<file path="config.mk">
export PLATFORM = sky130hd
export DESIGN_NAME = erase_range_walker
export DESIGN_NICKNAME = d
export VERILOG_FILES = /design/src/rtl/erw_pkg.sv /design/src/rtl/erw_region_lookup.sv /design/src/rtl/erw_req_check.sv /design/src/rtl/erw_block_stepper.sv /design/src/rtl/erase_range_walker.sv
export SDC_FILE = /design/constraint.sdc
export NUM_CORES = 1
export LEC_CHECK = 0
export ABC_AREA = 1
export BUFFER_PORTS_ARGS = -buffer_cell sky130_fd_sc_hd__buf_2
export CORE_AREA = 4 4 158 160
export CTS_CLUSTER_DIAMETER = 80
export DETAILED_ROUTE_END_ITERATION = 12
export DIE_AREA = 0 0 162 164
export SLEW_MARGIN = 0
export SYNTH_ARGS = -nofsm -noshare
export SYNTH_HDL_FRONTEND = slang
export SYNTH_SLANG_ARGS = --single-unit
</file>
<file path="constraint.sdc">
create_clock -name clk -period 3.2 [get_ports clk]
set_input_delay 0.48 -clock clk [delete_from_list [all_inputs] [get_ports clk]]
set_output_delay 0.48 -clock clk [all_outputs]
set_load 0.01 [all_outputs]
</file>
<file path="src/rtl/erw_pkg.sv">
package erw_pkg;

    typedef enum logic [2:0] {
        ST_IDLE   = 3'd0,
        ST_CHECK  = 3'd1,
        ST_ISSUE  = 3'd2,
        ST_WAIT   = 3'd3,
        ST_REPORT = 3'd4
    } erw_state_e;

    typedef enum logic [1:0] {
        RES_NONE = 2'd0,
        RES_DONE = 2'd1,
        RES_BAD  = 2'd2,
        RES_FAIL = 2'd3
    } erw_res_e;

endpackage

</file>
<file path="src/rtl/erw_region_lookup.sv">
// Decides which region an address falls in and whether it sits on a block edge.
module erw_region_lookup #(
    parameter int XW      = 25,
    parameter int R0_BLK  = 16384,
    parameter int R0_NBLK = 8,
    parameter int R1_BLK  = 131072
) (
    input  logic [XW-1:0] addr,
    output logic          in_upper,
    output logic          aligned
);
    localparam logic [XW-1:0] BOUND  = XW'(R0_BLK * R0_NBLK);
    localparam logic [XW-1:0] MSK_LO = XW'(R0_BLK - 1);
    localparam logic [XW-1:0] MSK_HI = XW'(R1_BLK - 1);

    always_comb begin
        in_upper = (addr >= BOUND);
        aligned  = ((addr & (in_upper ? MSK_HI : MSK_LO)) == '0);
    end
endmodule

</file>
<file path="src/rtl/erw_req_check.sv">
// Combinational request validation: range, start alignment, end alignment.
module erw_req_check #(
    parameter int XW      = 25,
    parameter int R0_BLK  = 16384,
    parameter int R0_NBLK = 8,
    parameter int R1_BLK  = 131072,
    parameter int R1_NBLK = 31
) (
    input  logic [XW-1:0] start_x,
    input  logic [XW-1:0] len_x,
    output logic          ok,
    output logic          is_empty,
    output logic          start_upper
);
    localparam logic [XW-1:0] TOTAL = XW'(R0_BLK * R0_NBLK + R1_BLK * R1_NBLK);
    localparam int NPROBE = 2;

    logic [NPROBE-1:0][XW-1:0] probe;
    logic [NPROBE-1:0]         upper;
    logic [NPROBE-1:0]         on_edge;

    assign probe[0] = start_x;
    assign probe[1] = start_x + len_x;

    for (genvar g = 0; g < NPROBE; g++) begin : g_probe
        erw_region_lookup #(
            .XW(XW), .R0_BLK(R0_BLK), .R0_NBLK(R0_NBLK), .R1_BLK(R1_BLK)
        ) i_lookup (
            .addr    (probe[g]),
            .in_upper(upper[g]),
            .aligned (on_edge[g])
        );
    end

    always_comb begin
        // the end region is searched from the start region onward
        ok          = (probe[1] <= TOTAL) && on_edge[0] && on_edge[1]
                      && (upper[1] || !upper[0]);
        is_empty    = (len_x == '0);
        start_upper = upper[0];
    end
endmodule

</file>
<file path="src/rtl/erw_block_stepper.sv">
// Walk registers: current block address, remaining bytes, current region.
module erw_block_stepper #(
    parameter int XW      = 25,
    parameter int R0_BLK  = 16384,
    parameter int R0_NBLK = 8,
    parameter int R1_BLK  = 131072
) (
    input  logic          clk,
    input  logic          rst_n,
    input  logic          load,
    input  logic [XW-1:0] start_x,
    input  logic [XW-1:0] len_x,
    input  logic          start_upper,
    input  logic          advance,
    output logic [XW-1:0] cur_x,
    output logic [XW-1:0] blk_x,
    output logic          last
);
    localparam logic [XW-1:0] BOUND  = XW'(R0_BLK * R0_NBLK);
    localparam logic [XW-1:0] BLK_LO = XW'(R0_BLK);
    localparam logic [XW-1:0] BLK_HI = XW'(R1_BLK);

    logic [XW-1:0] cur_q, rem_q, cur_nx;
    logic          upper_q;

    always_comb begin
        blk_x  = upper_q ? BLK_HI : BLK_LO;
        cur_nx = cur_q + blk_x;
        last   = (rem_q == blk_x);
        cur_x  = cur_q;
    end

    always_ff @(posedge clk or negedge rst_n) begin
        if (!rst_n) begin
            cur_q   <= '0;
            rem_q   <= '0;
            upper_q <= 1'b0;
        end else if (load) begin
            cur_q   <= start_x;
            rem_q   <= len_x;
            upper_q <= start_upper;
        end else if (advance) begin
            cur_q <= cur_nx;
            rem_q <= rem_q - blk_x;
            if (!upper_q && cur_nx == BOUND) begin
                upper_q <= 1'b1;
            end
        end
    end

    AST_STEP_NO_UNDERRUN: assert property (@(posedge clk) disable iff (!rst_n)
        advance |-> (rem_q >= blk_x));
    AST_REGION_NO_RETREAT: assert property (@(posedge clk) disable iff (!rst_n)
        (upper_q && !load) |=> upper_q);
endmodule

</file>
<file path="src/rtl/erase_range_walker.sv">
module erase_range_walker
    import erw_pkg::*;
#(
    parameter int ADDR_W  = 24,
    parameter int R0_BLK  = 16384,
    parameter int R0_NBLK = 8,
    parameter int R1_BLK  = 131072,
    parameter int R1_NBLK = 31
) (
    input  logic              clk,
    input  logic              rst_n,
    input  logic              req_valid,
    output logic              req_ready,
    input  logic [ADDR_W-1:0] req_start,
    input  logic [ADDR_W-1:0] req_len,
    output logic              ers_valid,
    input  logic              ers_ready,
    output logic [ADDR_W-1:0] ers_addr,
    input  logic              cmp_valid,
    input  logic              cmp_fail,
    output logic              done_pulse,
    output logic              invalid_pulse,
    output logic              fail_pulse
);
    localparam int XW = ADDR_W + 1;

    erw_state_e    state_q, state_d;
    erw_res_e      res_q, res_d;
    logic [XW-1:0] start_q, len_q;
    logic          chk_ok, chk_empty, chk_upper;
    logic [XW-1:0] cur_x, blk_x;
    logic          last_blk, step_load, step_adv;
    logic          issued_q;

    erw_req_check #(
        .XW(XW), .R0_BLK(R0_BLK), .R0_NBLK(R0_NBLK), .R1_BLK(R1_BLK), .R1_NBLK(R1_NBLK)
    ) i_check (
        .start_x    (start_q),
        .len_x      (len_q),
        .ok         (chk_ok),
        .is_empty   (chk_empty),
        .start_upper(chk_upper)
    );

    assign step_load = (state_q == ST_CHECK);
    assign step_adv  = (state_q == ST_WAIT) && cmp_valid && !cmp_fail;

    erw_block_stepper #(
        .XW(XW), .R0_BLK(R0_BLK), .R0_NBLK(R0_NBLK), .R1_BLK(R1_BLK)
    ) i_stepper (
        .clk        (clk),
        .rst_n      (rst_n),
        .load       (step_load),
        .start_x    (start_q),
        .len_x      (len_q),
        .start_upper(chk_upper),
        .advance    (step_adv),
        .cur_x      (cur_x),
        .blk_x      (blk_x),
        .last       (last_blk)
    );

    // state register
    always_ff @(posedge clk or negedge rst_n) begin
        if (!rst_n) state_q <= ST_IDLE;
        else        state_q <= state_d;
    end

    always_ff @(posedge clk or negedge rst_n) begin
        if (!rst_n) begin
            res_q   <= RES_NONE;
            start_q <= '0;
            len_q   <= '0;
        end else begin
            res_q <= res_d;
            if (req_valid && req_ready) begin
                start_q <= {1'b0, req_start};
                len_q   <= {1'b0, req_len};
            end
        end
    end

    always_ff @(posedge clk or negedge rst_n) begin
        if (!rst_n)                       issued_q <= 1'b0;
        else if (state_q == ST_IDLE)      issued_q <= 1'b0;
        else if (ers_valid && ers_ready)  issued_q <= 1'b1;
    end

    // next state and result
    always_comb begin
        state_d = state_q;
        res_d   = res_q;
        unique case (state_q)
            ST_IDLE: begin
                res_d = RES_NONE;
                if (req_valid) state_d = ST_CHECK;
            end
            ST_CHECK: begin
                if (!chk_ok) begin
                    state_d = ST_REPORT;
                    res_d   = RES_BAD;
                end else if (chk_empty) begin
                    state_d = ST_REPORT;
                    res_d   = RES_DONE;
                end else begin
                    state_d = ST_ISSUE;
                end
            end
            ST_ISSUE: begin
                if (ers_ready) state_d = ST_WAIT;
            end
            ST_WAIT: begin
                if (cmp_valid) begin
                    if (cmp_fail) begin
                        state_d = ST_REPORT;
                        res_d   = RES_FAIL;
                    end else if (last_blk) begin
                        state_d = ST_REPORT;
                        res_d   = RES_DONE;
                    end else begin
                        state_d = ST_ISSUE;
                    end
                end
            end
            ST_REPORT: state_d = ST_IDLE;
            default:   state_d = ST_IDLE;
        endcase
    end

    // outputs
    always_comb begin
        req_ready     = (state_q == ST_IDLE);
        ers_valid     = (state_q == ST_ISSUE);
        ers_addr      = cur_x[ADDR_W-1:0];
        done_pulse    = (state_q == ST_REPORT) && (res_q == RES_DONE);
        invalid_pulse = (state_q == ST_REPORT) && (res_q == RES_BAD);
        fail_pulse    = (state_q == ST_REPORT) && (res_q == RES_FAIL);
    end

    AST_ONE_OUTCOME: assert property (@(posedge clk) disable iff (!rst_n)
        $onehot0({done_pulse, invalid_pulse, fail_pulse}));
    AST_OUTCOME_SINGLE: assert property (@(posedge clk) disable iff (!rst_n)
        (done_pulse || invalid_pulse || fail_pulse) |=> !(done_pulse || invalid_pulse || fail_pulse));
    AST_CMD_HELD: assert property (@(posedge clk) disable iff (!rst_n)
        (ers_valid && !ers_ready) |=> (ers_valid && $stable(ers_addr)));
    AST_IDLE_NO_CMD: assert property (@(posedge clk) disable iff (!rst_n)
        req_ready |-> !ers_valid);
    AST_BAD_NO_ERASE: assert property (@(posedge clk) disable iff (!rst_n)
        invalid_pulse |-> !issued_q);
    AST_CMD_IN_RANGE: assert property (@(posedge clk) disable iff (!rst_n)
        ers_valid |-> ((cur_x + blk_x) <= (start_q + len_q)));
    AST_FAIL_FROM_CMP: assert property (@(posedge clk) disable iff (!rst_n)
        fail_pulse |-> $past(cmp_valid && cmp_fail));
endmodule

</file>
Word-level counts from Yosys, hierarchy flattened:

Cells that the tools add are included.

* register bits after elaboration: 104
* bits of input ports: 54
* output and inout bits: 29
* logic and storage cells: 77

* $add $sub $neg: 3
* $lt $le $gt $ge: 3
* equal/unequal tests: 14
* mux-type cells: 24
* bitwise operators: 2
* reductions and logical operators: 24

Operator list (count)
* two-way mux 25 bit: 4
* logical NOT 25 bit: 3
* two-way mux 17 bit: 2
* adder 24 x 24 -> 25 bit: 1
* adder 25 bit: 1
* bitwise AND 25 x 17 -> 25 bit: 1
* == test 25 x 18 -> 1 bit, second input constant: 1
* == test 25 bit: 1
* greater-or-equal comparator 25 x 18 -> 1 bit, second input constant: 1
* less-or-equal comparator 25 x 23 -> 1 bit, second input constant: 1
* subtractor 25 bit: 1
* bitwise AND 24 x 17 -> 24 bit: 1
* greater-or-equal comparator 24 x 18 -> 1 bit, second input constant: 1
* two-way mux 3 bit: 7
* two-way mux 18 bit: 1
* one-hot mux 3 bit (4 select lines): 1
* logical AND 1 bit: 10
* two-way mux 2 bit: 5
* == test 3 x 2 -> 1 bit, second input constant: 2
* one-hot mux 2 bit (3 select lines): 1
* == test 2 bit, second input constant: 2
* inequality test 2 bit, second input constant: 2
* AND reduction 4 bit: 1
* nonzero test 2 bit: 2
* 13 further kinds: 17

Depth between registers and ports, before layout:

Gate-level depths: netlist of the first run.

* depth after elaboration: 9
* mapped depth: 22
* gate-level depth less buffers: 22

By module:

From an unflattened synthesis of the first run, not the netlist that was laid out.

* cell total of the unflattened synthesis: 1080
* area total of the unflattened synthesis: 7264.5 µm²

By module, submodules not included
* erw_block_stepper: instances 1, cells an instance 364, area an instance 2827.7 µm², sequential area each 1276.2 µm²
* erase_range_walker: instances 1, cells an instance 273, area an instance 2299.7 µm², sequential area each 1326.3 µm²
* erw_req_check: instances 1, cells an instance 395, area an instance 1944.4 µm², sequential area each 0.0 µm²
* erw_region_lookup: instances 2, cells an instance 24, area an instance 96.3 µm², sequential area each 0.0 µm²

Worst setup path after synthesis of the first run:

OpenSTA, ideal clock, no wires.

* path type: register -> register
* from: reg start_q[0]
* to: reg res_q[0]
* library setup time: 0.118 ns
* arrival time: 2.399 ns
* required time: 3.082 ns
* slack: 0.682 ns
* cell stages (with the launch flop): 19
* path buffers: 0
* period minus slack after synthesis: 2.518 ns
* cell sequence: dfrtp_1 > ha_1 > fa_1 > nand3_1 > nand3_2 > nand2_1 > nand2_1 > nand2_1 > nand2_1 > a21oi_1 > nand3_1 > nor2_1 > nand2_1 > nand2_1 > nand3_1 > nor2_2 > nand3_2 > nand4_1 > nand2_1

* cells in the longest elaborated chain, start to end: 9
* elaborated cells between the ends (all ways): 19
* those cells by class: 1 x add/sub; 3 x order compare; 1 x eq/ne; 4 x mux; 2 x bitwise; 8 x reduce/logical

RTL lines
* start, declared: line erase_range_walker.sv:29 `logic [XW-1:0] start_q, len_q;`
* start signal, assigned: line erase_range_walker.sv:77 `start_q <= {1'b0, req_start};`
* adder 24 x 24 -> 25 bit or greater-or-equal comparator 24 x 18 -> 1 bit (tied branches): line erw_req_check.sv:23, erw_region_lookup.sv:17
* greater-or-equal comparator 25 x 18 -> 1 bit or two-way mux 17 bit (tied branches): line erw_region_lookup.sv:17, erw_region_lookup.sv:18
* two-way mux 17 bit or bitwise AND 24 x 17 -> 24 bit (tied branches): line erw_region_lookup.sv:18 `aligned = ((addr & (in_upper ? MSK_HI : MSK_LO)) == '0);`
* bitwise AND 25 x 17 -> 25 bit or logical NOT 25 bit (tied branches): line erw_region_lookup.sv:18
* logical NOT 25 bit or logical AND 1 bit (tied branches): line erw_region_lookup.sv:18, erw_req_check.sv:37
* logical AND 1 bit: line erw_req_check.sv:37 `ok = (probe[1] <= TOTAL) && on_edge[0] && on_edge[1]`
* logical AND 1 bit *: line erw_req_check.sv:38 `&& (upper[1] || !upper[0]);`
* inequality test 3 bit (no source line) or two-way mux 2 bit (tied branches)
* AND reduction 4 bit (no source line) or one-hot mux 2 bit (3 select lines) (tied branches)
* end signal, assigned: line erase_range_walker.sv:75 `res_q <= res_d;`
* end, declared: line erase_range_walker.sv:28 `erw_res_e res_q, res_d;`

Mark *: on every way between the ends. The rest lies on a longest branch, timed or not.
A chain may end at the register's enable or synchronous reset.

Final worst setup path of the first run:

* from: reg start_q[0]
* to: reg state_q[1]

* cells in the longest elaborated chain, start to end: 9
* elaborated cells between the ends (all ways): 17
* those cells by class: 1 x add/sub; 3 x order compare; 4 x mux; 2 x bitwise; 7 x reduce/logical

RTL lines
* adder 24 x 24 -> 25 bit or greater-or-equal comparator 24 x 18 -> 1 bit (tied branches): line erw_req_check.sv:23, erw_region_lookup.sv:17
* greater-or-equal comparator 25 x 18 -> 1 bit or two-way mux 17 bit (tied branches): line erw_region_lookup.sv:17, erw_region_lookup.sv:18
* two-way mux 17 bit or bitwise AND 24 x 17 -> 24 bit (tied branches): line erw_region_lookup.sv:18
* bitwise AND 25 x 17 -> 25 bit or logical NOT 25 bit (tied branches): line erw_region_lookup.sv:18
* logical NOT 25 bit or logical AND 1 bit (tied branches): line erw_region_lookup.sv:18, erw_req_check.sv:37
* logical AND 1 bit: line erw_req_check.sv:37
* logical AND 1 bit *: line erw_req_check.sv:38
* two-way mux 3 bit *: line erase_range_walker.sv:99 `if (!chk_ok) begin`
* one-hot mux 3 bit (4 select lines) *: line erase_range_walker.sv:93 `unique case (state_q)`
* end signal, assigned: line erase_range_walker.sv:66 `else state_q <= state_d;`
* end, declared: line erase_range_walker.sv:27 `erw_state_e state_q, state_d;`

Marked as above.

==> results by group, run 1 <==
Clock tree
  – Worst-Skew Late Latency: 350 ps
  – Num Clock Sinks: approximately 100
  – Maximum buffer depth of the clock tree: 2
  – Cts hold-fix bufs: 0
  – CTS tree: built
  – Clock transition at path regs: approximately 80 ps
  – CTS H-tree depth: 3
  – TritonCTS Buffers: 9
  – Clock root buffer: clkbuf_16

Floorplan
  – Starting density of the core: 28.90%
  – # IOs: 83
  – Die area: 26570 um^2
  – Core Area: 23400 um^2
  – Die Y: ~160 um
  – Die W: ~160 um
  – Placement Rows: 56

Pwr
  – Leak: 3.993 nW
  – Max rail drop VDD: ~0.46 mV
  – PD cells: 1227 nW/um^2

Timing
  – Setup violators final: 0
  – Final Hold Vio Count: 0
  – Worst-Margin Slew: between 800 and 900 ps
  – Final slew viol count: 0
  – Min Tclk post-route: ~2800 ps
  – Achievable Freq: approximately 350 MHz
  – RSZ-0062 raised after global routing: false
  – Crit share post-route: just under 90%
  – Worst Clk Skew: 9.908 ps
  – Final WS setup: 359.5 ps
  – Slew Limit Headroom: a little under half
  – Sum of negative setup slack: 0 ps

Synth
  – Cell Area, Synth: 6764 um^2
  – Adder-Cell Fraction of Synth Area: 5.845%
  – Mux cell area share after synthesis: under 10%
  – Cells after Synth: 931
  – Yosys top cell area share: 38.48%
  – Synth Area in Compound Gates: 7.788%
  – Post-synthesis simple-gate area fraction: 30.95%
  – Post-Synth XOR/XNOR Area: 2.460%
  – Syn Area/Cell: approximately 7.3 um^2
  – Net count after synthesis: 1016
  – Count of cell types in the netlist: 32
  – Sequential fraction of the synthesis area: 38.48%
  – Post-synth top area cell: dfrtp_1
  – Yosys warning count: 0
  – Ranking of synthesized cells by area: dfrtp_1, nand2_1, inv_1
  – Largest family of logic cells by synthesized area: simple AND/OR/NAND/NOR gates
  – FF+latch count, synth: ~100

GRT
  – Vias in the first global route: 5966
  – Antenna violations before repair: 1
  – First-pass GRT wire length: 31670 um
  – GRT Residual Overflow: 0
  – Total GRT Usage: between 10% and 20%
  – Pin count of the biggest net entering global routing: 62

Setup path
  – R2r endpoint: state_q[1]$_DFFE_PN0P_
  – CP Capture Type: register
  – CP endpoint: state_q[1]$_DFFE_PN0P_
  – CP Class: reg -> reg
  – Cell count along the critical path: 19
  – Flop2flop setup slack: around 360 ps
  – R2r startpoint: start_q[0]$_DFFE_PN0P_
  – Worst setup SP type: register
  – Worst path max stage delay: around 430 ps
  – Critical path peak fanout: 4
  – Top Family by Delay on Critical Path: simple AND/OR/NAND/NOR gates
  – Critical Path RT: 3480 ps
  – R2R depth: 19
  – Crit path from: start_q[0]$_DFFE_PN0P_
  – CP most frequent cell: nand2_1
  – Critical path arrival: 3120 ps
  – Worst path cell trace: ha_1 -> fa_1 -> nand3_1 -> nand3_2 -> nand2_1 -> nand2_1 -> nand2_1 -> nand2_1 -> a21oi_2 -> nand3_2 -> nor2_2 -> nand2_1 -> nand2_1 -> nand3_1 -> nor2_2 -> nand3_2 -> nand2_1 -> nand3_1 -> nand2_1
  – Crit-path slowest cell: fa_1
  – Bufs and invs on worst path: 0

Worst hold path
  – Hold Crit Class: in -> async

Layout
  – Multi-input logic area: approximately 3400 um^2
  – Commonest non-fill, non-tap cells in the layout: nand2_1, inv_1, dfrtp_1
  – Register Area: about 2600 um^2
  – Antenna Diode Count: 0
  – P&R area growth vs syn: 14.32%
  – Total Nets Final: roughly 1100
  – Share of cells above drive strength 1: 15.09%
  – Fillers: 2537
  – Commonest non-fill, non-tap cell in the layout: nand2_1

Place
  – GPL Wtd Cong: 0.9233
  – IO Port Bufs: just over 80
  – DPL Wire Length: 15260 um
  – Dpl ws: about 360 ps

Run
  – Max cap viols: 0

Route
  – Routed vias/inst: 4.672
  – Routed wire length: about 19000 um
  – ANT nets after route: 0
  – DR WL/cell: approximately 15 um
  – Starting DRT DRC Count: 419
  – Vias: 6134
  – # DRC: 0
  – Pre-antenna DRT Iters: 4

Run status
  – Outcome: complete, no violations
-- layout make-up --
cell class                      instances  area share, %
Multi-Input combinational cell        653          44.53
Sequential cell                       104          33.66
Timing Repair Buffer                   90          6.440
Inverter                              131          6.359
Tap cell                              319          5.162
Clock buffer                            9          2.913
Clock inverter                          7         0.9385
-- sequential cells by signal, summed over array words and instances (netlist names) --
register and cells:
i_stepper.cur_x 25, i_stepper.rem_q 25, len_q 24, start_q 24, state_q 3, res_q 2
i_stepper.upper_q 1
-- Yosys cell counts (all sizes together) --
master    n
nand4    23
xor2     11
dfrtp   104
o221ai   11
nor2     86
nand3b    8
buf      25
mux2     21
a41oi     1
clkbuf   18
inv     131
nor3     20
o211ai    5
ha       30
nor3b     1
xnor2     8
nand3    47
a31oi     2
o21ai    21
a22oi     1
a21oi    48
nand2   294
fa        1
nor4     12
a211oi    1
o31ai     1
-- worst reg2reg max path: stages (launching register included) --
cell and delay [ps]:
dfrtp_1 410, ha_1 240, fa_1 430, nand3_1 130, nand3_2 120, nand2_1 100, nand2_1 90, nand2_1 90
nand2_1 90, a21oi_2 140, nand3_2 110, nor2_2 130, nand2_1 60, nand2_1 80, nand3_1 90, nor2_2 130
nand3_2 130, nand2_1 100, nand3_1 60, nand2_1 50
-- layer usage --
| layer | track usage (%) | part of all wire [%] |
|---|---|---|
| met1 | 21.41 | 49 |
| met2 | 23.33 | 45 |
| met3 | 2.284 | 5.0 |
| met4 | 2.807 | 1.4 |
| met5 | 0 | 0 |
-- worst min-delay path by stage --
stage	start	slack, ps	end
2_1_floorplan	rst_n	180	i_stepper.cur_x[0]$_DFFE_PN0P_
3_3_place_gp	i_stepper.rem_q[12]$_DFFE_PN0P_	470	i_stepper.rem_q[12]$_DFFE_PN0P_
3_5_place_dp	i_stepper.rem_q[2]$_DFFE_PN0P_	480	i_stepper.rem_q[2]$_DFFE_PN0P_
4_1_cts	rst_n	250	len_q[22]$_DFFE_PN0P_
5_1_grt	rst_n	280	len_q[22]$_DFFE_PN0P_
6_report	rst_n	210	len_q[22]$_DFFE_PN0P_
-- cells by family after synthesis --
logic type / count (synthesis)
fa+ha+maj: 31
buf+inv: 174
xor+xnor: 19
mux: 21
simple gates: 491
flops: 104
compound gates: 91
-- stage by stage --
stage / area, um^2 / power, mW / util (%) / hold slack [ps] / std cells
floorplan: 6764 / 6.856 / - / 184.4 / 931
global placement: 7418 / 8.343 / 31.70 / 470.2 / 1297
detailed placement: 7418 / 8.367 / 31.70 / 478.7 / 1297
CTS: 7716 / 9.519 / 32.97 / 247.5 / 1313
global route: 7732 / 10.52 / 33.04 / 284.9 / 1313
finish: 7732 / 9.486 / 33.04 / 213.1 / 1313
-- report_power, final --
group	switching (mW)	internal (mW)	leakage (nW)
Combinational	3.72	2.08	2.63
Clock	0.552	0.554	0.143
Sequential	0.624	1.96	1.22
Total	4.90	4.59	3.99
-- repair_timing --
| action | in CTS | in global routing |
|---|---|---|
| hold endpoints to repair | 0 | 0 |
| setup endpoints to repair | 0 | 3 |
| buffers inserted | 0 | 0 |
| resized for setup | 0 | 4 |
No activity file was read; power rests on OpenSTA's default activity.
==> inputs of run 2 (changes only) <==
- CELL_PAD_IN_SITES_DETAIL_PLACEMENT: unset -> 0
- CELL_PAD_IN_SITES_GLOBAL_PLACEMENT: unset -> 2
- PLACE_DENSITY_LB_ADDON: unset -> 0.1
==> run 2 against run 1 <==
Against the previous run:
- cell count is 0.76% higher
- count of clock-buffer cells in the layout stayed put
- critical path type unchanged
- largest power group unchanged
- combinational power rose by 4.8%
- hold slack got worse by 160 ps
- clock skew rose by 5.8 ps
==> results by group, run 2 (synthesis results as in run 1) <==
Timing
  – Slew Limit Headroom: 42.15%
  – Achievable Freq: 339.3 MHz
  – Crit share post-route: 92.09%
  – Final WS setup: 253.1 ps
  – Setup violators final: 0
  – WHS: between 40 and 50 ps
  – Worst-Margin Slew: 867.7 ps
  – Final slew viol count: 0
  – Final Hold Vio Count: 0
  – Min Tclk post-route: approximately 3000 ps
  – Worst Clk Skew: 15.70 ps

Setup path
  – Critical path arrival: approximately 3200 ps
  – Worst setup SP type: register
  – Worst path cell trace: ha_1 -> nand2_1 -> nor2_2 -> inv_1 -> nor2_1 -> nand3_1 -> nand4_1 -> nand3_2 -> nor2_2 -> nand2_1 -> nand2_1 -> nand3_1 -> nor2_4 -> nand3_4 -> nand4_1 -> nand2_1
  – CP most frequent cell: nand2_1
  – Bufs and invs on worst path: 1
  – Flop2flop setup slack: 250 ps
  – Top Family by Delay on Critical Path: simple AND/OR/NAND/NOR gates
  – Critical path peak fanout: 5
  – Crit-path slowest cell: dfrtp_1
  – CP Capture Type: register
  – Critical Path RT: around 3400 ps
  – CP Class: reg -> reg
  – R2r startpoint: len_q[15]$_DFFE_PN0P_
  – Worst path max stage delay: approximately 450 ps
  – Crit path from: len_q[15]$_DFFE_PN0P_

Floorplan
  – Starting density of the core: 28.90%
  – # IOs: between 80 and 90
  – Placement Rows: 56
  – Die W: 162 um
  – Die Y: between 150 and 200 um
  – Die area: 26570 um^2
  – Core Area: 23400 um^2

GRT
  – Top Usage Layer GRT: met2
  – GRT met3 Usage: 2.660%
  – Routing usage on met1: between 20 and 25%
  – First-pass GRT wire length: 34310 um
  – Pin count of the biggest net entering global routing: 79
  – Vias in the first global route: ~6000
  – Met2 Usage GRT: 28.56%
  – GRT Residual Overflow: 0
  – Total GRT Usage: 16.69%
  – Antenna violations before repair: 0

Route
  – # DRC: 0
  – Starting DRT DRC Count: 359
  – DR WL/cell: about 17 um
  – Vias: 5998
  – Routed wire length: around 22000 um
  – ANT nets after route: 0
  – Routed vias/inst: 4.534
  – Pre-antenna DRT Iters: 4

Clock tree
  – CTS H-tree depth: 3
  – Worst-Skew Late Latency: 360 ps
  – Cts hold-fix bufs: 0
  – CTS tree: built
  – Num Clock Sinks: between 100 and 150
  – Maximum buffer depth of the clock tree: 2
  – TritonCTS Buffers: 9
  – Clock transition at path regs: 80 ps
  – Clock root buffer: clkbuf_16

Place
  – DPL Wire Length: 17550 um
  – DP Area: 7471 um^2
  – Dpl ws: 123.0 ps
  – IO Port Bufs: 82
  – GPL Wtd Cong: between 0.8 and 0.9

Run status
  – Outcome: complete, no violations

Layout
  – Commonest non-fill, non-tap cells in the layout: nand2_1, inv_1, dfrtp_1
  – Total Nets Final: 1084
  – P&R area growth vs syn: 15.98%
  – Final instance area: a little under 8000 um^2
  – Antenna Diode Count: 0
  – Commonest non-fill, non-tap cell in the layout: nand2_1
  – Share of cells above drive strength 1: between 15 and 20%
  – Fillers: 2645
  – Final core occ: 33.52%

Run
  – Max cap viols: 0

Pwr
  – Max rail drop VDD: 0.3720 mV
  – Leak: 4.048 nW
  – PD cells: 1250 nW/um^2

Worst hold path
  – Hold Crit Class: in -> async
run 2: changes by cell type in the layout (fill, tap and decap cells not counted), sizes merged:
cell / delta
buf: +10
bufinv: +1
inv: -1
run 2: worst paths after layout:
path	endpoint	cells after the start
max	res_q[0]$_DFFE_PN0P_	16
min	start_q[21]$_DFFE_PN0P_	1
max reg2reg	res_q[0]$_DFFE_PN0P_	16
min reg2reg	i_stepper.rem_q[4]$_DFFE_PN0P_	2
max in group asynchronous	len_q[13]$_DFFE_PN0P_	2
min in group clk	start_q[5]$_DFFE_PN0P_	2
run 2: power by group:
| part | switching [mW] | leakage [nW] | internal (mW) | total, mW |
|---|---|---|---|---|
| logic | 3.88 | 2.67 | 2.20 | 6.08 |
| clock network | 0.561 | 0.153 | 0.627 | 1.19 |
| registers | 0.583 | 1.22 | 1.96 | 2.54 |
| total | 5.03 | 4.05 | 4.78 | 9.81 |
run 2: what timing repair did:
item	CTS	global route
resized for setup	0	9
setup endpoints to repair	0	4
setup buffers	0	3
run 2: metal layers:
metal / part of all wire [%] / vias up
met3: 2.3 / 12
met2: 49 / 77
met5: 0 / -
met1: 48 / 2792
met4: 1.1 / 0
li1: - / 3117
run 2: metrics by stage:
| step | setup TNS (ps) | total power [mW] | instances |
|---|---|---|---|
| after floorplan | 0 | 6.856 | 931 |
| final | 0 | 9.809 | 1323 |
| after detailed placement | 0 | 8.665 | 1304 |
| after CTS | 0 | 9.916 | 1320 |
| after global placement | 0 | 8.736 | 1304 |
| after global routing | -12.11 | 10.93 | 1323 |
run 2: area by class of cell:
cell class	count	area [um^2]	area share, %
well taps	319	399.1	5.088
flip-flops and latches	104	2603	33.17
multi-input cells	653	3463	44.15
clock buffers	9	225.2	2.871
inverters	131	491.7	6.268
repair buffers	100	573.1	7.305
clock inverters	7	90.09	1.148
==> inputs of run 3 (changes only) <==
- BUFFER_PORTS_ARGS: -buffer_cell sky130_fd_sc_hd__buf_2 -> -buffer_cell sky130_fd_sc_hd__clkbuf_2
==> run 3 against run 2 <==
Against the previous run:
- sequential power about the same
- fmax increased by 0.78%
- sequential share of layout area hardly changed
==> results by group, run 3 (synthesis results as in run 1) <==
Timing
  – Slew Limit Headroom: between 40% and 50%
  – Crit share post-route: 91.38%
  – Final Hold Vio Count: 0
  – Sum of negative setup slack: 0 ps
  – Min Tclk post-route: slightly below 3000 ps
  – WHS: between 60 and 70 ps
  – Achievable Freq: 342.0 MHz
  – Worst-Margin Slew: 848.5 ps
  – Worst Clk Skew: 12.78 ps
  – Final slew viol count: 0
  – RSZ-0062 raised after global routing: false
  – Setup violators final: 0

GRT
  – First-pass GRT wire length: roughly 34000 um
  – Total GRT Usage: 16.71%
  – Pin count of the biggest net entering global routing: 76
  – Antenna violations before repair: 0
  – GRT Residual Overflow: 0
  – Vias in the first global route: between 6000 and 7000

Place
  – GPL Wtd Cong: 0.8179
  – IO Port Bufs: 82
  – DP Area: 7478 um^2
  – DPL Wire Length: 17620 um

Pwr
  – Clock share of power: about an eighth
  – Cell Int Power: 4.766 mW
  – Flop pwr share: 25.9%
  – PD cells: 1252 nW/um^2
  – Max rail drop VDD: between 0.3 and 0.4 mV
  – Switching share of power: 51.50%
  – Psw: 5.062 mW
  – Combinational share of power: about three fifths
  – Leak: 4.052 nW

Setup path
  – Worst setup SP type: register
  – CP most frequent cell: nand2_1
  – Worst path max stage delay: ~450 ps
  – Crit-path slowest cell: dfrtp_1
  – CP Class: reg -> reg
  – Critical path peak fanout: 4
  – CP Capture Type: register
  – Critical Path RT: 3450 ps
  – Critical path arrival: 3170 ps
  – Worst path cell trace: ha_2 -> fa_2 -> nand3_1 -> nand3_2 -> nand2_2 -> nand2_1 -> nand2_1 -> nand2_1 -> nand2_1 -> nand2_1 -> a21oi_2 -> nand2_1 -> nor2_1 -> nand2_1 -> nand2_1 -> nand3_1 -> nor2_4 -> nand3_2 -> nand4_1 -> nand2_1
  – Top Family by Delay on Critical Path: simple AND/OR/NAND/NOR gates
  – Bufs and invs on worst path: 0

Floorplan
  – Die W: 162 um
  – Starting density of the core: 28.90%
  – # IOs: 83
  – Placement Rows: 56
  – Core Area: 23400 um^2
  – Die area: ~27000 um^2
  – Die Y: approximately 160 um

Route
  – Vias: ~6000
  – Pre-antenna DRT Iters: 4
  – Routed vias/inst: 4.538
  – DR WL/cell: 16.52 um
  – Routed wire length: 21840 um
  – # DRC: 0
  – ANT nets after route: 0
  – Starting DRT DRC Count: between 300 and 400

Clock tree
  – Num Clock Sinks: ~100
  – CTS tree: built
  – Worst-Skew Late Latency: 360 ps
  – CTS H-tree depth: 3
  – TritonCTS Buffers: 9
  – Maximum buffer depth of the clock tree: 2
  – Clock root buffer: clkbuf_16
  – Clock transition at path regs: roughly 80 ps
  – Cts hold-fix bufs: 0

Layout
  – Final instance area: 7853 um^2
  – Share of cells above drive strength 1: approximately 17%
  – P&R area growth vs syn: 16.09%
  – Fillers: between 2000 and 3000
  – Multi-input logic area: 3467 um^2
  – Antenna Diode Count: 0
  – Total Nets Final: about 1100
  – Commonest non-fill, non-tap cell in the layout: nand2_1
  – Commonest non-fill, non-tap cells in the layout: nand2_1, inv_1, dfrtp_1
  – Register Area: 2603 um^2

Run status
  – Outcome: complete, no violations

Worst hold path
  – Hold Crit Class: in -> async

Run
  – Max cap viols: 0
## run 3: cell types whose count changed in the layout (fill, tap and decap cells not counted), sizes merged
cell,change
buf,-82
clkbuf,+81
clkinv,+1
inv,-1
## run 3: final timing paths
path                                                 start                         endpoint  slack (ps)  cells past startpoint
setup / recovery                    start_q[0]$_DFFE_PN0P_             res_q[0]$_DFFE_PN0P_         280                     20
hold / removal                                       rst_n          start_q[21]$_DFFE_PN0P_          70                      1
setup reg to reg                    start_q[0]$_DFFE_PN0P_             res_q[0]$_DFFE_PN0P_         280                     20
hold reg to reg            i_stepper.rem_q[12]$_DFFE_PN0P_  i_stepper.rem_q[12]$_DFFE_PN0P_         490                      2
max in group asynchronous                            rst_n            len_q[12]$_DFFE_PN0P_        2310                      2
min in group clk                              req_start[5]           start_q[5]$_DFFE_PN0P_         340                      2
## run 3: routing by layer
layer,up-vias,routed length [um],global-route usage [%]
met4,0,332,3.960
met3,19,709,2.760
li1,3111,-,-
met2,88,10460,28.37
met1,2781,10340,22.40
met5,-,0,0
## run 3: per-stage QoR
stage | setup WS [ps] | util (%) | std cells | total power [mW]
floorplan | 682.4 | - | 931 | 6.856
global placement | 73.43 | 31.96 | 1305 | 8.743
detailed placement | 105.9 | 31.96 | 1305 | 8.685
CTS | 79.08 | 33.35 | 1321 | 9.941
global route | 8.385 | 33.55 | 1322 | 10.93
finish | 275.9 | 33.55 | 1322 | 9.827
## run 3: power by group through the flow
stage	combinational (mW)	sequential [mW]	clock [mW]
floorplan	4.49	2.37	0
global placement	6.15	2.60	0
detailed placement	6.10	2.59	0
CTS	6.13	2.57	1.24
global route	6.99	2.65	1.29
finish	6.07	2.55	1.21
## run 3: worst register-to-register path, cell delays in order (launching register included)
cell and delay [ps]:
dfrtp_1 450, ha_2 230, fa_2 380, nand3_1 120
nand3_2 140, nand2_2 100, nand2_1 90, nand2_1 90
nand2_1 70, nand2_1 60, nand2_1 60, a21oi_2 130
nand2_1 110, nor2_1 100, nand2_1 60, nand2_1 70
nand3_1 110, nor2_4 160, nand3_2 120, nand4_1 120
nand2_1 50
## run 3: repair_timing
action	4_1_cts	5_1_grt
hold endpoints to repair	0	0
buffers inserted	0	1
endpoints found under the setup margin	0	4
resized for setup	0	12
## run 3: layout make-up
| type | count | area share (%) |
|---|---|---|
| multi-input cells | 653 | 44.15 |
| flip-flops and latches | 104 | 33.14 |
| repair buffers | 99 | 7.202 |
| inverters | 131 | 6.262 |
| well taps | 319 | 5.083 |
| clock buffers | 9 | 2.868 |
| clock inverters | 7 | 1.291 |
